$ cat src/rtl/abx_pkg.sv
// Package: shared types for the address latch bridge.
// Assumes the master code is 3 bits wide; codes above 4 are unused.
package abx_pkg;

    typedef enum logic [2:0] {
        MST_CPU  = 3'd0,
        MST_SYS  = 3'd1,
        MST_LEG  = 3'd2,
        MST_DMA  = 3'd3,
        MST_RFSH = 3'd4
    } mst_e;

    // Control word that drives the three transceiver models.
    typedef struct packed {
        logic hs_oe;   // host latch -> system bus
        logic sh_oe;   // system latch -> host bus
        logic sl_oe;   // peripheral latch -> peripheral bus
        logic ls_oe;   // peripheral latch -> system bus, low field only
        logic h_le;    // host-side latch enable
        logic s_le;    // system-side latch enable
        logic l_le;    // peripheral latch enable
    } ctl_s;

endpackage

$ cat src/rtl/abx_seq.sv
// Module: abx_seq
// Tracks the bus cycle. Samples the master code on the strobe, keeps a busy
// flag until the end strobe, and raises a one-clock pulse after each strobe.
// Assumes the strobe wins over the end strobe in the same clock.
module abx_seq
    import abx_pkg::*;
(
    input  logic       clk,
    input  logic       rst_n,
    input  logic       cyc_start,
    input  logic       cyc_end,
    input  logic [2:0] master,
    output logic       busy,
    output logic       pulse,
    output mst_e       mst_q
);

    // Cycle state: busy flag, first-clock pulse and the captured master.
    always_ff @(posedge clk) begin
        if (!rst_n) begin
            busy  <= 1'b0;
            pulse <= 1'b0;
            mst_q <= MST_CPU;
        end else if (cyc_start) begin
            busy  <= 1'b1;
            pulse <= 1'b1;
            mst_q <= mst_e'(master);
        end else begin
            pulse <= 1'b0;
            if (cyc_end) begin
                busy <= 1'b0;
            end
        end
    end

    AST_PULSE_ONCE: assert property (@(posedge clk) disable iff (!rst_n)
        pulse && !cyc_start |=> !pulse);
    AST_PULSE_BUSY: assert property (@(posedge clk) disable iff (!rst_n)
        pulse |-> busy);
    AST_MST_HELD: assert property (@(posedge clk) disable iff (!rst_n)
        !cyc_start |=> $stable(mst_q));

endmodule

$ cat src/rtl/abx_dec.sv
// Module: abx_dec
// Turns the captured master type and the cycle phase into latch and output
// enables. Assumes busy and pulse come from abx_seq; everything is off
// while idle.
module abx_dec
    import abx_pkg::*;
(
    input  logic clk,
    input  logic rst_n,
    input  logic busy,
    input  logic pulse,
    input  mst_e mst,
    output ctl_s ctl
);

    // Per-master enable pattern; pulsed enables follow the first-clock pulse.
    always_comb begin
        ctl = '0;
        if (busy) begin
            case (mst)
                MST_CPU: begin
                    ctl.hs_oe = 1'b1;
                    ctl.sl_oe = 1'b1;
                    ctl.h_le  = pulse;
                    ctl.s_le  = 1'b1;
                    ctl.l_le  = pulse;
                end
                MST_DMA, MST_RFSH: begin
                    ctl.hs_oe = 1'b1;
                    ctl.sl_oe = 1'b1;
                    ctl.h_le  = 1'b1;
                    ctl.s_le  = 1'b1;
                    ctl.l_le  = pulse;
                end
                MST_SYS: begin
                    ctl.sh_oe = 1'b1;
                    ctl.sl_oe = 1'b1;
                    ctl.s_le  = 1'b1;
                    ctl.l_le  = pulse;
                end
                MST_LEG: begin
                    ctl.sh_oe = 1'b1;
                    ctl.ls_oe = 1'b1;
                    ctl.s_le  = 1'b1;
                    ctl.l_le  = 1'b1;
                end
                default: ctl = '0;
            endcase
        end
    end

    AST_NO_HOST_FIGHT: assert property (@(posedge clk) disable iff (!rst_n)
        !(ctl.hs_oe && ctl.sh_oe));
    AST_NO_LEG_FIGHT: assert property (@(posedge clk) disable iff (!rst_n)
        !(ctl.sl_oe && ctl.ls_oe));
    AST_IDLE_QUIET: assert property (@(posedge clk) disable iff (!rst_n)
        !busy |-> (ctl == '0));
    AST_SYS_LE_BUSY: assert property (@(posedge clk) disable iff (!rst_n)
        (ctl.hs_oe || ctl.sh_oe) |-> ctl.s_le);

endmodule

$ cat src/rtl/abx_latch.sv
// Module: abx_latch
// Clocked model of a latching transceiver. While le is high the output
// follows din (transparent). At each edge with le high the value is stored,
// and while le is low the stored value is shown.
module abx_latch #(
    parameter int W = 30
) (
    input  logic         clk,
    input  logic         rst_n,
    input  logic         le,
    input  logic [W-1:0] din,
    output logic [W-1:0] dout
);

    logic [W-1:0] held_q;

    // Capture storage: follows din at every edge while enabled.
    always_ff @(posedge clk) begin
        if (!rst_n) begin
            held_q <= '0;
        end else if (le) begin
            held_q <= din;
        end
    end

    // Output: transparent while enabled, stored value otherwise.
    always_comb begin
        dout = le ? din : held_q;
    end

    AST_CLOSED_HOLDS: assert property (@(posedge clk) disable iff (!rst_n)
        !le |=> (le || $stable(dout)));

endmodule

$ cat src/rtl/abx_bridge.sv
// Module: abx_bridge (top)
// Address bridge between host, system and peripheral buses. It sequences
// the cycle, decodes the enables and models three latching transceivers.
// The top IW bits are inverted on every host/system crossing. Outputs are
// forced to zero whenever they are not driven.
module abx_bridge
    import abx_pkg::*;
#(
    parameter int AW = 30,   // host/system address width (bits 31:2)
    parameter int LW = 18,   // peripheral address width (bits 19:2)
    parameter int PW = 15,   // peripheral-to-system pass field (bits 16:2)
    parameter int IW = 8     // active-low upper field on the system bus
) (
    input  logic          clk,
    input  logic          rst_n,
    input  logic          cyc_start,
    input  logic          cyc_end,
    input  logic [2:0]    master,
    input  logic [AW-1:0] host_addr_in,
    input  logic          host_mio_in,
    output logic [AW-1:0] host_addr_out,
    output logic          host_mio_out,
    output logic          host_drive,
    input  logic [AW-1:0] sys_addr_in,
    input  logic          sys_mio_in,
    output logic [AW-1:0] sys_addr_out,
    output logic          sys_mio_out,
    output logic          sys_drive_hi,
    output logic          sys_drive_lo,
    input  logic [LW-1:0] leg_addr_in,
    output logic [LW-1:0] leg_addr_out,
    output logic          leg_drive,
    output logic          oe_h2s,
    output logic          oe_s2h,
    output logic          oe_s2l,
    output logic          oe_l2s,
    output logic          le_host,
    output logic          le_sys,
    output logic          le_leg
);

    localparam int INV_LO = AW - IW;

    logic          busy;
    logic          pulse;
    mst_e          mst_q;
    ctl_s          ctl;
    logic [AW-1:0] h_q, h2s, s_q, s2h, s_din;
    logic [LW-1:0] l_din, l_q;

    abx_seq u_seq (
        .clk       (clk),
        .rst_n     (rst_n),
        .cyc_start (cyc_start),
        .cyc_end   (cyc_end),
        .master    (master),
        .busy      (busy),
        .pulse     (pulse),
        .mst_q     (mst_q)
    );

    abx_dec u_dec (
        .clk   (clk),
        .rst_n (rst_n),
        .busy  (busy),
        .pulse (pulse),
        .mst   (mst_q),
        .ctl   (ctl)
    );

    // Host-side latch: captures the host bus for the system direction.
    abx_latch #(.W(AW)) u_hlat (
        .clk   (clk),
        .rst_n (rst_n),
        .le    (ctl.h_le),
        .din   (host_addr_in),
        .dout  (h_q)
    );

    // Upper-field inversion in both crossing directions.
    for (genvar i = 0; i < AW; i++) begin : g_flip
        if (i >= INV_LO) begin : g_inv
            assign h2s[i] = ~h_q[i];
            assign s2h[i] = ~s_q[i];
        end else begin : g_pass
            assign h2s[i] = h_q[i];
            assign s2h[i] = s_q[i];
        end
    end

    // Peripheral latch source: the peripheral bus for a legacy master,
    // otherwise the system bus as it is currently driven.
    always_comb begin
        if (mst_q == MST_LEG) begin
            l_din = leg_addr_in;
        end else if (ctl.hs_oe) begin
            l_din = h2s[LW-1:0];
        end else begin
            l_din = sys_addr_in[LW-1:0];
        end
    end

    abx_latch #(.W(LW)) u_llat (
        .clk   (clk),
        .rst_n (rst_n),
        .le    (ctl.l_le),
        .din   (l_din),
        .dout  (l_q)
    );

    // System-side latch source: the low field comes from this block when it
    // drives that field itself.
    always_comb begin
        if (ctl.ls_oe) begin
            s_din = {sys_addr_in[AW-1:PW], l_q[PW-1:0]};
        end else begin
            s_din = sys_addr_in;
        end
    end

    abx_latch #(.W(AW)) u_slat (
        .clk   (clk),
        .rst_n (rst_n),
        .le    (ctl.s_le),
        .din   (s_din),
        .dout  (s_q)
    );

    // Bus outputs, gated to zero when not driven.
    always_comb begin
        host_addr_out = ctl.sh_oe ? s2h : '0;
        host_mio_out  = ctl.sh_oe & sys_mio_in;
        host_drive    = ctl.sh_oe;

        sys_addr_out[AW-1:PW] = ctl.hs_oe ? h2s[AW-1:PW] : '0;
        if (ctl.hs_oe) begin
            sys_addr_out[PW-1:0] = h2s[PW-1:0];
        end else if (ctl.ls_oe) begin
            sys_addr_out[PW-1:0] = l_q[PW-1:0];
        end else begin
            sys_addr_out[PW-1:0] = '0;
        end
        sys_mio_out  = ctl.hs_oe & host_mio_in;
        sys_drive_hi = ctl.hs_oe;
        sys_drive_lo = ctl.hs_oe | ctl.ls_oe;

        leg_addr_out = ctl.sl_oe ? l_q : '0;
        leg_drive    = ctl.sl_oe;
    end

    // Control lines brought out for observation.
    always_comb begin
        oe_h2s  = ctl.hs_oe;
        oe_s2h  = ctl.sh_oe;
        oe_s2l  = ctl.sl_oe;
        oe_l2s  = ctl.ls_oe;
        le_host = ctl.h_le;
        le_sys  = ctl.s_le;
        le_leg  = ctl.l_le;
    end

    AST_H2S_INVERT: assert property (@(posedge clk) disable iff (!rst_n)
        (oe_h2s && le_host) |->
            (sys_addr_out[AW-1:INV_LO] == ~host_addr_in[AW-1:INV_LO]));
    AST_LEG_LOW_ONLY: assert property (@(posedge clk) disable iff (!rst_n)
        oe_l2s |-> (!sys_drive_hi && sys_drive_lo));
    AST_S2H_INVERT: assert property (@(posedge clk) disable iff (!rst_n)
        (oe_s2h && !oe_l2s) |->
            (host_addr_out[AW-1:INV_LO] == ~sys_addr_in[AW-1:INV_LO]));
    AST_MIO_DIR: assert property (@(posedge clk) disable iff (!rst_n)
        !(host_drive && sys_drive_hi));

endmodule

$ cat config.mk
export PLATFORM = sky130hd
export DESIGN_NAME = abx_bridge
export DESIGN_NICKNAME = d
export VERILOG_FILES = /design/src/rtl/abx_pkg.sv /design/src/rtl/abx_seq.sv /design/src/rtl/abx_dec.sv /design/src/rtl/abx_latch.sv /design/src/rtl/abx_bridge.sv
export SDC_FILE = /design/constraint.sdc
export NUM_CORES = 1
export LEC_CHECK = 0
export BUFFER_PORTS_ARGS = -buffer_cell sky130_fd_sc_hd__buf_4
export CELL_PAD_IN_SITES_DETAIL_PLACEMENT = 2
export CELL_PAD_IN_SITES_GLOBAL_PLACEMENT = 2
export CORE_AREA = 3 3 141 143
export CTS_BUF_LIST = sky130_fd_sc_hd__clkbuf_16
export DETAILED_ROUTE_END_ITERATION = 8
export DIE_AREA = 0 0 144 146
export PLACE_DENSITY_LB_ADDON = 0.25
export SETUP_SLACK_MARGIN = 0.1
export SYNTH_ARGS = -nofsm -noshare
export SYNTH_HDL_FRONTEND = slang
export SYNTH_SLANG_ARGS = --single-unit
$ cat constraint.sdc
create_clock -name clk -period 1.8 [get_ports clk]
set_input_delay 0.54 -clock clk [delete_from_list [all_inputs] [get_ports clk]]
set_output_delay 0.54 -clock clk [all_outputs]
set_load 0.005 [all_outputs]
==> results.md, run 1 <==
- Reg-to-reg setup timing slack: -0.27 ns
- Antenna diodes: 0
- Critical-path cell with the highest stage delay: dfxtp_4
- Post-placement worst setup slack: -0.594 ns
- Most common flop cell mapped by yosys: dfxtp_1
- Peak ir drop on the vdd network: 0.556 mV
- Std cell rows: 50
- Shortest period the worst path allows: between 2 and 3 ns
- H-tree depth: 3
- Violated checks: setup timing
- Final Routed Wirelength: roughly 37000 um
- Highest attainable clock frequency: about 360 MHz
- Commonest cells after routing, fill and taps aside: buf_4 (286), buf_6 (69), dfxtp_1 (55)
- Number of clock buffers inserted by TritonCTS: 9
- Accumulated negative setup slack: -69.12 ns
- Area used by multi-input combinational logic: about 4500 um2
- Global-route usage over all layers: 26.0%
- Average vias per placed instance: between 5 and 6
- Type of the worst min-delay path: primary input to flip-flop
- Sequential fraction of the synthesis area: a little over a quarter
- Non-filler instance count after layout: around 1200
- CORE AREA: between 15000 and 20000 um2
- Total number of vias: approximately 6700
- Final worst-path cycle share: 155%
- Max Fanout on Critical Path: 7
- Initial cell density of the core: 23.8%
- Warning count from the yosys run: 0
- Share of power burned in the clock network: 30.5%
- Die extent in y: roughly 150 um
- Latest clock arrival within the worst-skew pair: roughly 0.37 ns
- Number of port buffers: between 150 and 200
- Leading cell type in the layout, fill and taps excluded: buf_4
- Data arrival time of the critical path: around 2.3 ns
- Placer Congestion: 0.789
- Type of element launching the critical path: flip-flop
- Floorplan die width: roughly 140 um
- Data required time of the critical path: 1.26 ns
- Sinks on the clock net: 60
- Routed wirelength normalized by instance count: 31.7 um
- Static Leak: about 4 nW
- Number of global-route vias before repair: 6937
- Layout fillers: approximately 1800
- Post-detail-place hpwl: 17900 um
- Share of power burned in combinational logic: between 40% and 50%
- Number of synthesized flops with an enable pin: 0
- Synthesis-to-layout area growth: 128%
- Antenna-violating nets left: 0
- I/O pins: between 150 and 200
- Gate count after technology mapping: around 590
- Worst rel slew slack: between 70% and 80%
- Fraction of synthesis flops using an asynchronous set or reset pin: 0%
- Area of the die: 21000 um2
- Worst hold slack after final layout: 0.427 ns
- Unrepaired setup endpoints after global routing: yes
- Final net count: 1008
- Worst path buffer plus inverter count: 4
- Largest net degree at the start of global routing: 48
- Average size of a mapped cell: approximately 7.6 um2
- Worst-Margin Slew: 0.435 ns
- Drt drc: 0
- Max-capacitance violation count: 0
- Switching Fraction: between 30% and 40%
- Overall overflow remaining after global route: 0
- Seq. cell area: 1220 um2
- NetSw: around 2.2 mW
- Number of nets in the synthesized netlist: ~670
- Cell family with most CP delay: buffers and inverters
- Final count of negative-setup-slack endpoints: approximately 130
- Antenna violations before repair: 0
- #FFs+latches synth: 60
- CTS tree: yes
- Cell at the root of the clock tree: clkbuf_16
- Standard cell area after detailed placement: ~7400 um2
- Fin area: 10100 um2
- Largest stage delay, worst path: around 0.42 ns
- Number of unique standard cell types used by synthesis: 40
- Worst clock skew: between 0.005 and 0.006 ns
- Violation count after the first detailed-routing iteration: 371
- Number of instances in the placed design: 1072
- Relative contribution of sequential cells to total power: between 20% and 30%
- Internal: 3.59 mW
- Outcome: complete, but fails checks
- WS Path Type: flip-flop to primary output
- Element type at the critical path end: primary output
- Clock slew seen by the registers of the worst setup and hold paths: approximately 0.07 ns
- Max Transition Viols Final: 0
- Global-route wire length before repair: 42500 um
- Final hold violation count: 0
- Power density of the placed cells: 578 nW/um2
- Mapped cell area: about 4400 um2
- Share of post-route cells with drive strength above 1: 72.9%
- Hold buffers post-CTS: 0
- Chain of cells forming the critical path: buf_6 > nand4b_1 > buf_6 > and2_1 > a32oi_2 > a211oi_2 > buf_4 > buf_4
- Drt pass-1 iters: 8
- Maximum count of clock buffers along a single path: 2
- Final WS setup: -0.988 ns
==> registers in the layout, summed over array words and instances (netlist names) <==
register / count
u_hlat.held_q: 30
u_llat.held_q: 18
u_slat.held_q: 7
u_seq.mst_q: 3
u_seq.busy: 1
u_seq.pulse: 1
==> path summary, 6_finish.rpt <==
check / start / end / cells past startpoint
max: u_seq.mst_q[0] / leg_addr_out[17] / 8
max reg2reg: u_seq.mst_q[1] / u_hlat.held_q[6] / 10
min: rst_n / u_seq.pulse / 2
min reg2reg: u_hlat.held_q[25] / u_hlat.held_q[25] / 2
==> cell families after synthesis <==
kind of cell,after synthesis,synth area share (%)
simple gates,167,19.2
flops,60,27.0
mux,11,2.48
buf+inv,98,11.7
compound gates,249,39.2
xor+xnor,1,0.366
==> worst reg2reg max path, cell delays in order (launching register included) <==
cell and delay, ns:
dfxtp_4 0.38, or2_4 0.30, buf_6 0.14, o21ai_4 0.24, buf_6 0.15, buf_6 0.10
buf_12 0.11, buf_8 0.11, clkbuf_16 0.15, nand3_1 0.10, a21oi_1 0.21
==> timing repair <==
| item | CTS | global route |
|---|---|---|
| buffers inserted | 23 | 51 |
| endpoints found under the setup margin | 136 | 131 |
| cloned | 4 | 8 |
| gates resized for setup | 170 | 225 |
| pin swaps | 19 | 93 |
==> area by class of cell <==
class | count | area share [%]
multi-input cells | 428 | 44.5
repair buffers | 394 | 36.5
flip-flops and latches | 60 | 12.1
well taps | 234 | 2.89
clock buffers | 9 | 2.23
inverters | 27 | 1.13
clock inverters | 7 | 0.519
repair inverters | 1 | 0.0866
==> Yosys cell counts, types with 21 or more instances <==
cell type	count	area share, %
and2_1	21	3.0
inv_1	25	2.1
a32oi_1	36	7.1
nand2_1	34	2.9
dfxtp_1	60	27
a21oi_1	36	4.1
and3_1	23	3.2
a211oi_1	36	6.1
nor2_1	38	3.2
buf_2	25	2.8
o21ai_0	42	4.7
nand3_1	30	3.4
==> per-layer routing <==
metal  track usage [%]  wire, um  up-vias
met3              5.19      1970      105
met2              45.1     18700      304
met1              32.0     14400     3410
li1                  -         -     2861
met4              8.05      1760        0
met5                 0         0        -
==> stage by stage <==
stage,total power [mW],util [%]
2_1_floorplan,2.25,-
3_3_place_gp,3.00,39.4
3_5_place_dp,3.07,39.4
4_1_cts,5.07,45.9
5_1_grt,6.03,54.1
6_report,5.84,54.1
==> power by group through the flow <==
stage                     clock [mW]  sequential, mW  combinational [mW]
final                           1.78            1.45                2.62
after global placement             0            1.44                1.56
after global routing            1.86            1.45                2.72
after CTS                       1.70            1.43                1.94
after detailed placement           0            1.45                1.62
after floorplan                    0            1.43               0.821
Note: power is estimated with default switching activity, not from simulation.
==> inputs of run 2 (changes only) <==
CORE_AREA = 3 3 125 152   (was 3 3 141 143)
DIE_AREA = 0 0 128 155   (was 0 0 144 146)
SYNTH_HIERARCHICAL = 1   (was not set)
clock period = 2.5 ns   (was 1.8 ns; I/O delays follow)
==> results.md, run 2 <==
- Number of synthesized flops with an enable pin: 0 (unchanged)
- Met1 Use GR: 22.1% (was 32.0%)
- Type of element launching the critical path: flip-flop (unchanged)
- Area of the die: 19800 um2 (was 21000 um2)
- Hold buffers post-CTS: 0 (unchanged)
- Main area contributors after synthesis: dfxtp_1 (34%), mux2_4 (24%), and2_1 (15%) (was dfxtp_1 (27%), a32oi_1 (7.1%), a211oi_1 (6.1%))
- Highest attainable clock frequency: about 240 MHz
- Overall overflow remaining after global route: 0 (unchanged)
- Antenna diodes: 0 (unchanged)
- Worst clock skew: 0.0163 ns (was 0.00544 ns)
- Clock slew seen by the registers of the worst setup and hold paths: 0.07 ns (about the same)
- Warning count from the yosys run: 6 (was 0)
- Max Transition Viols Final: 0 (unchanged)
- Largest registers: u_hlat/held_q: 30 flops, u_slat/held_q: 30 flops, u_llat/held_q: 18 flops (was u_hlat.held_q: 30 flops, u_llat.held_q: 18 flops, u_slat.held_q: 7 flops)
- Violated checks: setup timing (unchanged)
- Most common cell in the synthesized netlist: and2_1 (was dfxtp_1)
- Largest net degree at the start of global routing: 84 (was 48)
- Average size of a mapped cell: 11.3 um2 (was 7.58 um2)
- Standard cell area after detailed placement: 7160 um2 (was 7360 um2)
- Commonest cells after routing, fill and taps aside: buf_4 (194), mux2_4 (129), and2_4 (86) (was buf_4 (286), buf_6 (69), dfxtp_1 (55))
- Number of unique standard cell types used by synthesis: 31 (was 40)
- Number of global-route vias before repair: 4927 (was 6937)
- GR peak layer: met2 (unchanged)
- Number of clock buffers inserted by TritonCTS: 9 (unchanged)
- Fraction of synthesis flops using an asynchronous set or reset pin: 0% (unchanged)
- Max Fanout on Critical Path: 9 (was 7)
- Max-capacitance violation count: 0 (unchanged)
- Latest clock arrival within the worst-skew pair: 0.36 ns (was 0.37 ns)
- Met3 track demand over resource: 4.91% (was 5.19%)
- Floorplan die width: 128 um (was 144 um)
- Violation count after the first detailed-routing iteration: 150 (was 371)
- Fraction of post-synthesis cell area in the top cell type by area: 33.8% (was 27.0%)
- Maximum count of clock buffers along a single path: 2 (unchanged)
- Biggest area consumer among synthesized cells: dfxtp_1 (unchanged)
- Met2 track utilization from global routing: 37.6% (was 45.1%)
- Global-route wire length before repair: 30200 um (was 42500 um)
- Peak ir drop on the vdd network: 0.373 mV (was 0.556 mV)
- I/O pins: 178 (unchanged)
- Fin area: 8890 um2 (was 10100 um2)
- Worst hold slack after final layout: 0.599 ns (was 0.427 ns)
- Share of post-route cells with drive strength above 1: 78.8% (was 72.9%)
- Power density of the placed cells: 482 nW/um2 (was 578 nW/um2)
- Drt pass-1 iters: 4 (was 8)
- Average vias per placed instance: 4.73 (was 5.76)
- Global-route usage over all layers: 19.9% (was 26.0%)
- Antenna-violating nets left: 0 (unchanged)
- Mapped cell area: 4910 um2 (was 4440 um2)
- Post-placement worst setup slack: -1.37 ns (was -0.594 ns)
- Sequential fraction of the synthesis area: 33.8% (was 27.0%)
- PnR Total Power: 4.29 mW (was 5.84 mW)
- CORE AREA: 17500 um2 (was 18700 um2)
- Element type at the critical path end: primary output (unchanged)
- Routed wirelength normalized by instance count: 26.0 um (was 31.7 um)
- Gate count after technology mapping: 433 (was 586)
- Leading cell type in the layout, fill and taps excluded: buf_4 (unchanged)
- Final hold violation count: 0 (unchanged)
- Synthesis-to-layout area growth: 81.1% (was 128%)
- Placer Congestion: 0.801 (was 0.789)
- Type of the worst min-delay path: flip-flop to flip-flop (was primary input to flip-flop)
- Number of nets in the synthesized netlist: 520 (was 673)
- Worst rel slew slack: 42.7% (was 71.0%)
- H-tree depth: 3 (unchanged)
- Worst-Margin Slew: 0.859 ns (was 0.435 ns)
- Data arrival time of the critical path: 3.47 ns (was 2.25 ns)
- Die extent in y: 155 um (was 146 um)
- Final Routed Wirelength: 24500 um (was 36800 um)
- Data required time of the critical path: 1.75 ns (was 1.26 ns)
- WS Path Type: flip-flop to primary output (unchanged)
- Antenna violations before repair: 0 (unchanged)
- Std cell rows: 53 (was 50)
- Initial cell density of the core: 28.0% (was 23.8%)
- Most instantiated cells after synthesis: and2_1 (120), dfxtp_1 (83), mux2_4 (80) (was dfxtp_1 (60), o21ai_0 (42), nor2_1 (38))
- #FFs+latches synth: 83 (was 60)
- Unrepaired setup endpoints after global routing: yes (unchanged)
- CTS tree: yes (unchanged)
- Total number of vias: 4455 (was 6680)
- Final WS setup: -1.72 ns (was -0.988 ns)
- Final net count: 804 (was 1008)
- Shortest period the worst path allows: about 4.2 ns
- Layout fillers: 1715 (was 1844)
- Number of instances in the placed design: 869 (was 1072)
- Cell at the root of the clock tree: clkbuf_16 (unchanged)
- Post-detail-place hpwl: 13200 um (was 17900 um)
- Accumulated negative setup slack: -112.76 ns (was -69.12 ns)
- Non-filler instance count after layout: 941 (was 1160)
- Final worst-path cycle share: 169%
- Sinks on the clock net: 83 (was 60)
- Final count of negative-setup-slack endpoints: 121 (was 127)
- Drt drc: 0 (unchanged)
- Outcome: complete, but fails checks (unchanged)
- Most common flop cell mapped by yosys: dfxtp_1 (unchanged)
- Core utilization of the finished layout: 50.8% (was 54.1%)
- Static Leak: 4.29 nW (was 4.11 nW)
- Number of port buffers: 177 (unchanged)
[run 2: layout make-up]
type	instances	area (um2)	area share [%]
clock buffer	9	225	2.53
clock inverter	6	105	1.18
inverter	1	3.75	0.0422
multi-input combinational	316	3600	40.5
sequential	83	1670	18.7
tap	220	275	3.10
timing repair buffer	306	3010	33.9
[run 2: what timing repair did]
item	4_1_cts	5_1_grt
setup buffers	26	20
setup endpoints to repair	121	124
gates resized for setup	136	79
cloned	6	5
pin swaps	3	19
[run 2: cells by family after synthesis]
family	count (synthesis)	share of synthesized area [%]
multiplexers	132	36.3
XOR/XNOR	1	0.178
flip-flops	83	33.8
buffers and inverters	35	5.12
AND/OR/NAND/NOR	159	20.6
AO/OA/AOI/OAI	23	3.92
[run 2: layer usage]
metal / up-vias / share of wire [%]
li1: 2027 / -
met1: 2248 / 37
met2: 149 / 55
met3: 31 / 5.4
met4: 0 / 2.0
met5: - / 0
[run 2: report_power, final]
group | internal (mW) | leakage (nW) | switching, mW
logic | 0.808 | 3.45 | 0.491
registers | 1.39 | 0.678 | 0.0294
clock network | 0.967 | 0.165 | 0.604
[run 2: worst max-delay path, stage by stage, from the launching register on]
cell	delay (ns)
dfxtp_2	0.33
or2_4	0.25
buf_4	0.14
buf_6	0.11
buf_6	0.12
a21boi_4	0.27
buf_8	0.20
mux2_4	0.31
mux2_4	0.26
mux2_4	0.28
mux2_4	0.28
mux2_4	0.28
and2_4	0.16
buf_6	0.11
[run 2: final timing paths]
kind	start	to	slack [ns]	cells past startpoint
max	u_seq/mst_q[1]	host_addr_out[3]	-1.72	13
max reg2reg	u_seq/mst_q[1]	u_slat/held_q[5]	-0.63	12
min	u_hlat/held_q[21]	u_hlat/held_q[21]	0.60	2
min reg2reg	u_hlat/held_q[21]	u_hlat/held_q[21]	0.60	2
